### config.mk
export PLATFORM = sky130hd
export DESIGN_NAME = mux_bus_port
export DESIGN_NICKNAME = d
export VERILOG_FILES = /design/src/rtl/mbp_pkg.sv /design/src/rtl/strobe_sync.sv /design/src/rtl/addr_latch.sv /design/src/rtl/access_ctrl.sv /design/src/rtl/reg_array.sv /design/src/rtl/mux_bus_port.sv
export SDC_FILE = /design/constraint.sdc
export NUM_CORES = 2
export LEC_CHECK = 0
export ABC_AREA = 1
export BUFFER_PORTS_ARGS = -buffer_cell sky130_fd_sc_hd__buf_4
export CAP_MARGIN = 40
export CORE_ASPECT_RATIO = 1.1
export CORE_MARGIN = 3
export CORE_UTILIZATION = 40
export DETAILED_ROUTE_END_ITERATION = 8
export PLACE_DENSITY = 0.61
export SLEW_MARGIN = 40
export SYNTH_ARGS = -nofsm -noshare
export SYNTH_HDL_FRONTEND = slang
export SYNTH_HIERARCHICAL = 1
export SYNTH_SLANG_ARGS = --single-unit
### constraint.sdc
create_clock -name clk -period 3.5 [get_ports clk]
set_clock_uncertainty 0.05 [all_clocks]
set_input_delay 0.35 -clock clk [delete_from_list [all_inputs] [get_ports clk]]
set_output_delay 0.35 -clock clk [all_outputs]
set_load 0.02 [all_outputs]
### src/rtl/mbp_pkg.sv
// Package: shared constants for the multiplexed-bus register port.
// Assumes: the synchronizer bank orders its pins as listed by the index constants.
package mbp_pkg;
    localparam int DATA_W  = 8;
    localparam int ADDR_W  = 7;
    localparam int NSYNC   = 6;

    localparam int SI_AS   = 0;
    localparam int SI_DS   = 1;
    localparam int SI_RW   = 2;
    localparam int SI_CS   = 3;
    localparam int SI_PF   = 4;
    localparam int SI_MODE = 5;

    // Reset value of every synchronizer chain: idle levels of the pins.
    localparam logic [NSYNC-1:0] SYNC_IDLE = 6'b101100;
endpackage

### src/rtl/strobe_sync.sv
// Module: strobe_sync
// Two-flop synchronizer bank with one extra history flop per pin, so that
// consumers can detect edges and check stability on synchronized samples.
// Assumes: pins are asynchronous levels; RST_VAL holds each pin's idle level.
module strobe_sync #(
    parameter int               N       = 6,
    parameter logic [N-1:0]     RST_VAL = '0
) (
    input  logic         clk,
    input  logic         rst_n,
    input  logic [N-1:0] pin_in,
    output logic [N-1:0] lvl,
    output logic [N-1:0] lvl_d
);
    for (genvar i = 0; i < N; i++) begin : g_chain
        logic meta_q;
        logic sync_q;
        logic hist_q;

        // Purpose: move one pin into the clock domain and keep one sample of history.
        always_ff @(posedge clk) begin
            if (!rst_n) begin
                meta_q <= RST_VAL[i];
                sync_q <= RST_VAL[i];
                hist_q <= RST_VAL[i];
            end else begin
                meta_q <= pin_in[i];
                sync_q <= meta_q;
                hist_q <= sync_q;
            end
        end

        assign lvl[i]   = sync_q;
        assign lvl_d[i] = hist_q;
    end
endmodule

### src/rtl/addr_latch.sv
// Module: addr_latch
// Holds the latched address and its valid flag. A falling address strobe captures
// the bus and sets the flag; a rising strobe clears both; kill clears the flag.
// Assumes: the bus holds the address for three clocks after the strobe falls.
module addr_latch #(
    parameter int AW = 7
) (
    input  logic          clk,
    input  logic          rst_n,
    input  logic          as_lvl,
    input  logic          as_lvl_d,
    input  logic [AW-1:0] bus_addr,
    input  logic          kill,
    output logic [AW-1:0] addr,
    output logic          addr_valid
);
    logic as_fall;
    logic as_rise;

    // Purpose: find address-strobe edges on the synchronized copy.
    always_comb begin
        as_fall = as_lvl_d & ~as_lvl;
        as_rise = as_lvl & ~as_lvl_d;
    end

    // Purpose: capture, clear and invalidate the address.
    always_ff @(posedge clk) begin
        if (!rst_n) begin
            addr       <= '0;
            addr_valid <= 1'b0;
        end else if (as_rise) begin
            addr       <= '0;
            addr_valid <= 1'b0;
        end else if (as_fall) begin
            addr       <= bus_addr;
            addr_valid <= 1'b1;
        end else if (kill) begin
            addr_valid <= 1'b0;
        end
    end

    p_capture_r1: assert property (@(posedge clk) disable iff (!rst_n)
        as_fall |=> (addr_valid && addr == $past(bus_addr)));

    p_clear_on_rise_r2: assert property (@(posedge clk) disable iff (!rst_n)
        as_rise |=> !addr_valid);
endmodule

### src/rtl/access_ctrl.sv
// Module: access_ctrl
// Decodes the data phase for either timing mode, qualifies it with chip select,
// power-fail and the address-valid flag, and registers the read output.
// Assumes: inputs are synchronized samples (current and previous).
module access_ctrl #(
    parameter int DW = 8
) (
    input  logic          clk,
    input  logic          rst_n,
    input  logic          mode_lvl,
    input  logic          mode_lvl_d,
    input  logic          ds_lvl,
    input  logic          ds_lvl_d,
    input  logic          rw_lvl,
    input  logic          rw_lvl_d,
    input  logic          cs_n_lvl,
    input  logic          cs_n_lvl_d,
    input  logic          pf_lvl,
    input  logic          pf_lvl_d,
    input  logic          addr_valid,
    input  logic [DW-1:0] rd_data,
    output logic          wr_en,
    output logic          kill,
    output logic          oe_q,
    output logic [DW-1:0] dout_q
);
    logic cs_act;
    logic mode_ok;
    logic dphase;
    logic rd_cond;
    logic wr_evt;
    logic rd_go;

    // Purpose: select is live only if held over two samples with no power fail.
    always_comb begin
        cs_act  = ~cs_n_lvl & ~cs_n_lvl_d & ~pf_lvl & ~pf_lvl_d;
        mode_ok = (mode_lvl == mode_lvl_d);
    end

    // Purpose: per-mode decode of data phase, read level and write event.
    always_comb begin
        if (mode_lvl) begin
            dphase  = ds_lvl;
            rd_cond = ds_lvl & rw_lvl;
            wr_evt  = ds_lvl_d & ~ds_lvl & ~rw_lvl;
        end else begin
            dphase  = ~ds_lvl | ~rw_lvl;
            rd_cond = ~ds_lvl & rw_lvl;
            wr_evt  = rw_lvl & ~rw_lvl_d;
        end
    end

    // Purpose: qualify accesses and flag address-only data phases.
    always_comb begin
        wr_en = wr_evt & cs_act & addr_valid & mode_ok;
        rd_go = rd_cond & cs_act & addr_valid & mode_ok;
        kill  = dphase & ~cs_act & addr_valid;
    end

    // Purpose: register the output enable and read byte.
    always_ff @(posedge clk) begin
        if (!rst_n) begin
            oe_q   <= 1'b0;
            dout_q <= '0;
        end else begin
            oe_q   <= rd_go;
            dout_q <= rd_go ? rd_data : '0;
        end
    end

    p_oe_needs_cs_r3: assert property (@(posedge clk) disable iff (!rst_n)
        oe_q |-> $past(!cs_n_lvl && addr_valid));

    p_kill_drops_wr_r4: assert property (@(posedge clk) disable iff (!rst_n)
        kill |-> !wr_en);
endmodule

### src/rtl/reg_array.sv
// Module: reg_array
// 2**AW by DW flop array with one write port and an asynchronous read port.
// Assumes: a single write per clock; contents clear on reset.
module reg_array #(
    parameter int DW = 8,
    parameter int AW = 7
) (
    input  logic          clk,
    input  logic          rst_n,
    input  logic          wr_en,
    input  logic [AW-1:0] addr,
    input  logic [DW-1:0] wdata,
    output logic [DW-1:0] rd_data
);
    localparam int DEPTH = 1 << AW;

    logic [DW-1:0] mem [DEPTH];

    // Purpose: clear on reset, otherwise store the qualified write.
    always_ff @(posedge clk) begin
        if (!rst_n) begin
            for (int i = 0; i < DEPTH; i++) begin
                mem[i] <= '0;
            end
        end else if (wr_en) begin
            mem[addr] <= wdata;
        end
    end

    // Purpose: read the addressed entry.
    assign rd_data = mem[addr];

    p_write_lands_r6: assert property (@(posedge clk) disable iff (!rst_n)
        wr_en |=> (mem[$past(addr)] == $past(wdata)));
endmodule

### src/rtl/mux_bus_port.sv
// Module: mux_bus_port (top)
// Slave port for a 128-byte array on a multiplexed bus, with two timing modes
// chosen by mode_sel. The tri-state bus is split into in, out and enable.
// Assumes: one pin changes at a time, each held for at least three clocks.
module mux_bus_port
    import mbp_pkg::*;
(
    input  logic              clk,
    input  logic              rst_n,
    input  logic              mode_sel,
    input  logic              cs_n,
    input  logic              as_strb,
    input  logic              ds_pin,
    input  logic              rw_pin,
    input  logic              pwr_fail,
    input  logic [DATA_W-1:0] bus_in,
    output logic [DATA_W-1:0] bus_out,
    output logic              bus_oe
);
    logic [NSYNC-1:0]  pins;
    logic [NSYNC-1:0]  s_lvl;
    logic [NSYNC-1:0]  s_lvl_d;
    logic [ADDR_W-1:0] addr;
    logic              addr_valid;
    logic              kill;
    logic              wr_en;
    logic [DATA_W-1:0] rd_data;

    // Purpose: gather the pins in synchronizer order.
    always_comb begin
        pins          = '0;
        pins[SI_AS]   = as_strb;
        pins[SI_DS]   = ds_pin;
        pins[SI_RW]   = rw_pin;
        pins[SI_CS]   = cs_n;
        pins[SI_PF]   = pwr_fail;
        pins[SI_MODE] = mode_sel;
    end

    strobe_sync #(.N(NSYNC), .RST_VAL(SYNC_IDLE)) u_sync (
        .clk    (clk),
        .rst_n  (rst_n),
        .pin_in (pins),
        .lvl    (s_lvl),
        .lvl_d  (s_lvl_d)
    );

    addr_latch #(.AW(ADDR_W)) u_addr (
        .clk        (clk),
        .rst_n      (rst_n),
        .as_lvl     (s_lvl[SI_AS]),
        .as_lvl_d   (s_lvl_d[SI_AS]),
        .bus_addr   (bus_in[ADDR_W-1:0]),
        .kill       (kill),
        .addr       (addr),
        .addr_valid (addr_valid)
    );

    access_ctrl #(.DW(DATA_W)) u_ctrl (
        .clk        (clk),
        .rst_n      (rst_n),
        .mode_lvl   (s_lvl[SI_MODE]),
        .mode_lvl_d (s_lvl_d[SI_MODE]),
        .ds_lvl     (s_lvl[SI_DS]),
        .ds_lvl_d   (s_lvl_d[SI_DS]),
        .rw_lvl     (s_lvl[SI_RW]),
        .rw_lvl_d   (s_lvl_d[SI_RW]),
        .cs_n_lvl   (s_lvl[SI_CS]),
        .cs_n_lvl_d (s_lvl_d[SI_CS]),
        .pf_lvl     (s_lvl[SI_PF]),
        .pf_lvl_d   (s_lvl_d[SI_PF]),
        .addr_valid (addr_valid),
        .rd_data    (rd_data),
        .wr_en      (wr_en),
        .kill       (kill),
        .oe_q       (bus_oe),
        .dout_q     (bus_out)
    );

    reg_array #(.DW(DATA_W), .AW(ADDR_W)) u_mem (
        .clk     (clk),
        .rst_n   (rst_n),
        .wr_en   (wr_en),
        .addr    (addr),
        .wdata   (bus_in),
        .rd_data (rd_data)
    );

    p_pf_blocks_wr_r9: assert property (@(posedge clk) disable iff (!rst_n)
        wr_en |-> !s_lvl[SI_PF]);

    p_oe_low_in_pf_r9: assert property (@(posedge clk) disable iff (!rst_n)
        (s_lvl[SI_PF] && s_lvl_d[SI_PF]) |=> !bus_oe);
endmodule

==> After elaboration in Yosys (flattened, before gate mapping) <==
Memory sizes are Yosys's and may differ from the RTL's. A register that Yosys moved wholly into a read port is not among the register bits.
Index checks and enable logic that the tools add are counted.
{ "word_totals": {"mem_bits_ro": 0, "latchBits": 0, "output_inout_bits": 9, "ramBits": 1024, "ff_bits": 27, "in_bits": 16, "mem_count": 1, "word_cells": 70} }
{ "classes": {"n_div": 0, "bitwise": 30, "multipliers": 0, "n_eq_ne": 1, "n_reduce_logical": 5, "muxes": 12, "add_sub_neg": 0, "n_lt_le_gt_ge": 0, "n_shift": 0} }
{ "memory_table": {"columns": ["name", "depth", "width", "read_ports", "rd_clocked_by_memory_dff", "wr", "line_no", "source"], "rows": [
  ["u_mem.mem", 128, 8, 1, 1, 128, "reg_array.sv:17", "logic [DW-1:0] mem [DEPTH];"]
]} }
{ "op_table": {"columns": ["cell", "n"], "rows": [
  ["$and 1x1->1", 18],
  ["$not 1->1", 11],
  ["$mux 1", 10],
  ["$mux 8", 1],
  ["$reduce_or 8->1", 1],
  ["$mux 7", 1],
  ["$reduce_and 2->1", 1],
  ["$reduce_bool 2->1", 1],
  ["$reduce_or 2->1", 1],
  ["$eq 1x1->1", 1],
  ["$logic_not 1->1", 1],
  ["$or 1x1->1", 1]
]} }

==> Depth between registers and ports, before layout <==
{ "depth": {"ltp_word": 12, "ltp_mapped": 18, "mapped_depth_nobuf": 15} }

==> By module <==
The synthesis kept the hierarchy.
{ "modules_own_cells": {"columns": ["module", "area_each_um2", "instances", "seq_area_each_um2", "cells_each"], "rows": [
  ["reg_array", 48406.4, 1, 30749.5, 5665],
  ["strobe_sync", 619.3, 1, 360.3, 68],
  ["access_ctrl", 401.6, 1, 180.2, 54],
  ["addr_latch", 316.6, 1, 160.2, 38]
]} }

==> Worst setup path after synthesis <==
Ideal clock, no wire load.
{ "synth_timing": {"path_type": "flip-flop to flip-flop", "start": "register u_sync.g_chain[4].sync_q", "end": "memory u_mem.mem[12][0] (enable)", "path_buffers": 2, "synth_period_minus_slack_ns": 2.565, "path_slack_ns": 0.935, "path_stages_with_launch": 12, "arrival_time_ns": 2.187, "t_required_ns": 3.121, "setup_ns": 0.329, "path_cell_list": "dfxtp_1 > buf_4 > nor2_1 > nand2_1 > nor2_4 > inv_1 > nor2_1 > nand2_1 > nor4_2 > buf_2 > nand2_1 > nand2_1"} }
{ "synth_lines": {"columns": ["item", "line_no", "source"], "rows": [
  ["start, declared", "strobe_sync.sv:17", "logic sync_q;"],
  ["start signal, assigned", "strobe_sync.sv:24", "sync_q <= RST_VAL[i];"],
  ["start signal, assigned", "strobe_sync.sv:28", "sync_q <= meta_q;"],
  ["end, declared", "reg_array.sv:17", null]
]} }

==> impl_results.md <==
* YS warnings at 6
* Layout net count at about 5.8k
* Slew Viols, Final at 0
* H-tree depth at 3
* Reg area at approximately 31000 um^2
* Clk sinks at 1059
* Setup ws final at 0.320 ns
* # fillers at 11.9k
* Syn Inst Count at 5825
* Synth unique cells at 29
* Vias at between 30k and 40k
* R2r setup slk at between 0.3 and 0.4 ns
* Sequential power share at 0.524
* Fin Setup TNS at 0 ns
* #FFs+latches synth at roughly 1.1k
* CP startpoint: u_sync/g_chain[5].sync_q
* Crit Path Max Fanout at 14
* P_int at between 20 and 25 mW
* Initial drt markers at 3373
* Least-Margin Pin Slew at 0.874 ns
* First-pass DRT Iterations at 6
* Fmax at 0.314 GHz
* Clock Path Buffers at 3
* Max-Cap Viols at 0
* Critical Path AT at between 3 and 4 ns
* Crit Path Class: reg -> reg
* First-pass GRT wire length at 217 mm
* Via-per-instance ratio at between 5 and 6
* Max incr delay on CP at 0.49 ns
* Leakage at 25.1 nW
* Crit. path cell count at 11
* Worst r2r src: u_sync/g_chain[5].sync_q
* Minimum clock period at around 3.2 ns
* RSZ-0062 raised after global routing: false
* Startpoint Class: flop
* DRC violations left at 0
* Area of the multi-input gates at 16500 um^2
* Die W at between 300 and 400 um
* FP Rows at approximately 140
* HP Class: in -> reg
* Clock Power Share at 0.424
* GRT Overall Usage at 0.221
* Count of final setup violators at 0
* Post-CTS Setup Bufs at 0
* Maximum VDD drop at 0.373 mV
* Largest net degree at the start of global routing at about 120
* Placed cell count at ~7.3k
* Core area at ~120000 um^2
* DP Wirelength at 89.0 mm
* Max_slew headroom at 0.418
* Post-route insts no fill at 7503
* PD cells at 492 nW/um^2
* Initial antenna violation count at 1
* Post-synthesis net count at 5841
* IO Pins at 25
* Fraction of layout cells with a size suffix above 1 at 0.0714
* Register-to-Register Path Depth at 11
* Critical path cell sequence: inv_1 -> nand2_2 -> nand2_2 -> nor2_4 -> inv_1 -> nor2_1 -> nand2_1 -> nor4_4 -> buf_4 -> nand2_1 -> nand2_1
* NetSw at 6.07 mW
* Sw Share at 0.221
* Post-route ant nets at 0
* Gpl congestion at 0.887
* CP Capture Type: flop
* Outcome: completed
* Drt total wl at 143 mm
* P&R area growth vs syn at 12.3%
* Post-synthesis sequential area ratio at 0.632
* Slowest-stage cell, CP: buf_4
* CTS buffer count at 107
* Final critical-path share of the clock period at 0.909
* Critical Path End: u_mem/mem[20][6]
* # hold bufs at CTS at 13
* Die Span Y at 376 um
* Die area at 129000 um^2
* TritonCTS clock tree: yes
* Remaining global-route overflow at 0
* CTS Root Cell: clkbuf_16
* Mapped Area at around 50000 um^2
* Drt wl/cell at 19.1 um
* Fin. Hold Viols at 0
* WP data required at between 3 and 4 ns
* Post-CTS resize count at 0
* CP top delay family: simple AND/OR/NAND/NOR gates
* Skew-Pair Late Insertion Delay at ~0.71 ns
* Worst r2r dst: u_mem/mem[20][6]
* Initial Utilization at 0.403
* Avg Inst Size Synth at ~8.5 um^2
* Number of port buffers at 24
* Worst slack at placement at 0.354 ns
* CTS clk-pin slew, worst paths at 0.06 ns
* Cell mode on critical path: nand2_1
* CP Buf/Inv Count at 3
* Combinational power share at 0.052
* Vias in the first global route at 36.5k
## worst min-delay path, delay by kind of cell
| kind | cells | cell delay (ns) |
|---|---|---|
| simple gates | 1 | 0.13 |
| buf+inv | 2 | 0.35 |
## routing by layer
layer  GRT usage  share of wire  vias to the layer above
li1            -              -                    18200
met1       0.295           0.42                    18000
met2       0.359           0.47                     1484
met3      0.0366          0.077                      264
met4      0.0888          0.038                        0
met5           0              0                        -
## kinds of logic after synthesis
| logic type | Yosys count | synth area share |
|---|---|---|
| buffers and inverters | 464 | 0.0375 |
| AO/OA/AOI/OAI | 21 | 0.00229 |
| flip-flops | 1059 | 0.632 |
| AND/OR/NAND/NOR | 4281 | 0.328 |
## layout make-up
class | instances | share of cell area
Clock buffer | 140 | 0.0524
Sequential cell | 1059 | 0.563
Clock inverter | 59 | 0.0113
Tap cell | 1644 | 0.0368
Timing Repair Buffer | 194 | 0.0333
Multi-Input combinational cell | 4302 | 0.295
Antenna cell | 1 | 0.0000448
Inverter | 104 | 0.00802
## registers in the layout (all words and copies together), names as in the netlist
name / cells
u_sync/g_chain.sync_q: 6
u_sync/g_chain.hist_q: 6
u_ctrl/dout_q: 8
u_addr/addr_valid: 1
u_ctrl/oe_q: 1
u_mem/mem: 1024
u_sync/g_chain.meta_q: 6
u_addr/addr: 7
## cells in the final DEF (no fill, tap or decap), types with 3 or more instances in the layout
cell           synthesis  routed
buf_4                 12     152
buf_12                 1      26
dlygate4sd3_1          0      13
clkbuf_8               0       4
clkinv_2               0      23
o21ai_0                6       6
dfxtp_4                0       3
nand2_4                3       3
edfxtp_1            1024    1024
clkbuf_16              0     111
dfxtp_1               35      32
or2_2                 13      13
nand3_1               47      47
nor3_4                 0       4
clkinv_1               0      14
a21oi_1               12      12
bufinv_16              0      13
clkinvlp_4             0       3
clkinv_4               0       3
clkbuf_1             270      25
nand2_1             3027    3027
inv_6                  0      11
inv_2                 11       9
nor2_1              1154    1151
nand2_2               16      16
inv_1                 93      84
nor2_2                 9      12
## worst min-delay path by stage
stage | startpoint | slack [ns] | cells past startpoint | to
5_1_grt | rst_n | 0.13 | 3 | u_sync/g_chain[3].hist_q
3_3_place_gp | u_sync/g_chain[3].meta_q | 0.34 | 2 | u_sync/g_chain[3].sync_q
3_5_place_dp | u_sync/g_chain[3].meta_q | 0.34 | 2 | u_sync/g_chain[3].sync_q
4_1_cts | rst_n | 0.09 | 3 | u_sync/g_chain[5].hist_q
2_1_floorplan | u_sync/g_chain[2].meta_q | 0.33 | 2 | u_sync/g_chain[2].sync_q
6_report | rst_n | 0.12 | 3 | u_sync/g_chain[3].hist_q
## power groups by stage
stage	registers (mW)	logic [mW]	clock network, mW
3_5_place_dp	14.7	1.41	0
3_3_place_gp	14.7	1.40	0
4_1_cts	14.4	1.43	11.8
6_report	14.4	1.44	11.7
2_1_floorplan	14.6	0.900	0
5_1_grt	14.4	1.58	12.3
## Yosys cell counts (all sizes together)
library cell,n,area (um^2)
o21bai,1,7.51
nand2,3046,11500
nor3,7,55.1
inv,104,390
buf,90,463
edfxtp,1024,30700
or2,13,81.3
nor4,2,33.8
a21oi,13,68.8
nor2,1164,4400
o21ai,6,30.0
clkbuf,270,1010
nand3,47,235
nand4,1,6.26
o211ai,1,7.51
dfxtp,35,701
and2,1,6.26
## through the flow
stage / util / total power [mW] / hold WS (ns) / area, um^2
after global routing: 0.453 / 28.3 / 0.131 / 55900
after global placement: 0.423 / 16.1 / 0.338 / 52100
final: 0.453 / 27.5 / 0.118 / 55900
after CTS: 0.453 / 27.6 / 0.0857 / 55900
after floorplan: - / 15.5 / 0.330 / 49700
after detailed placement: 0.423 / 16.1 / 0.339 / 52200
Power figures use the tool's default switching activity.
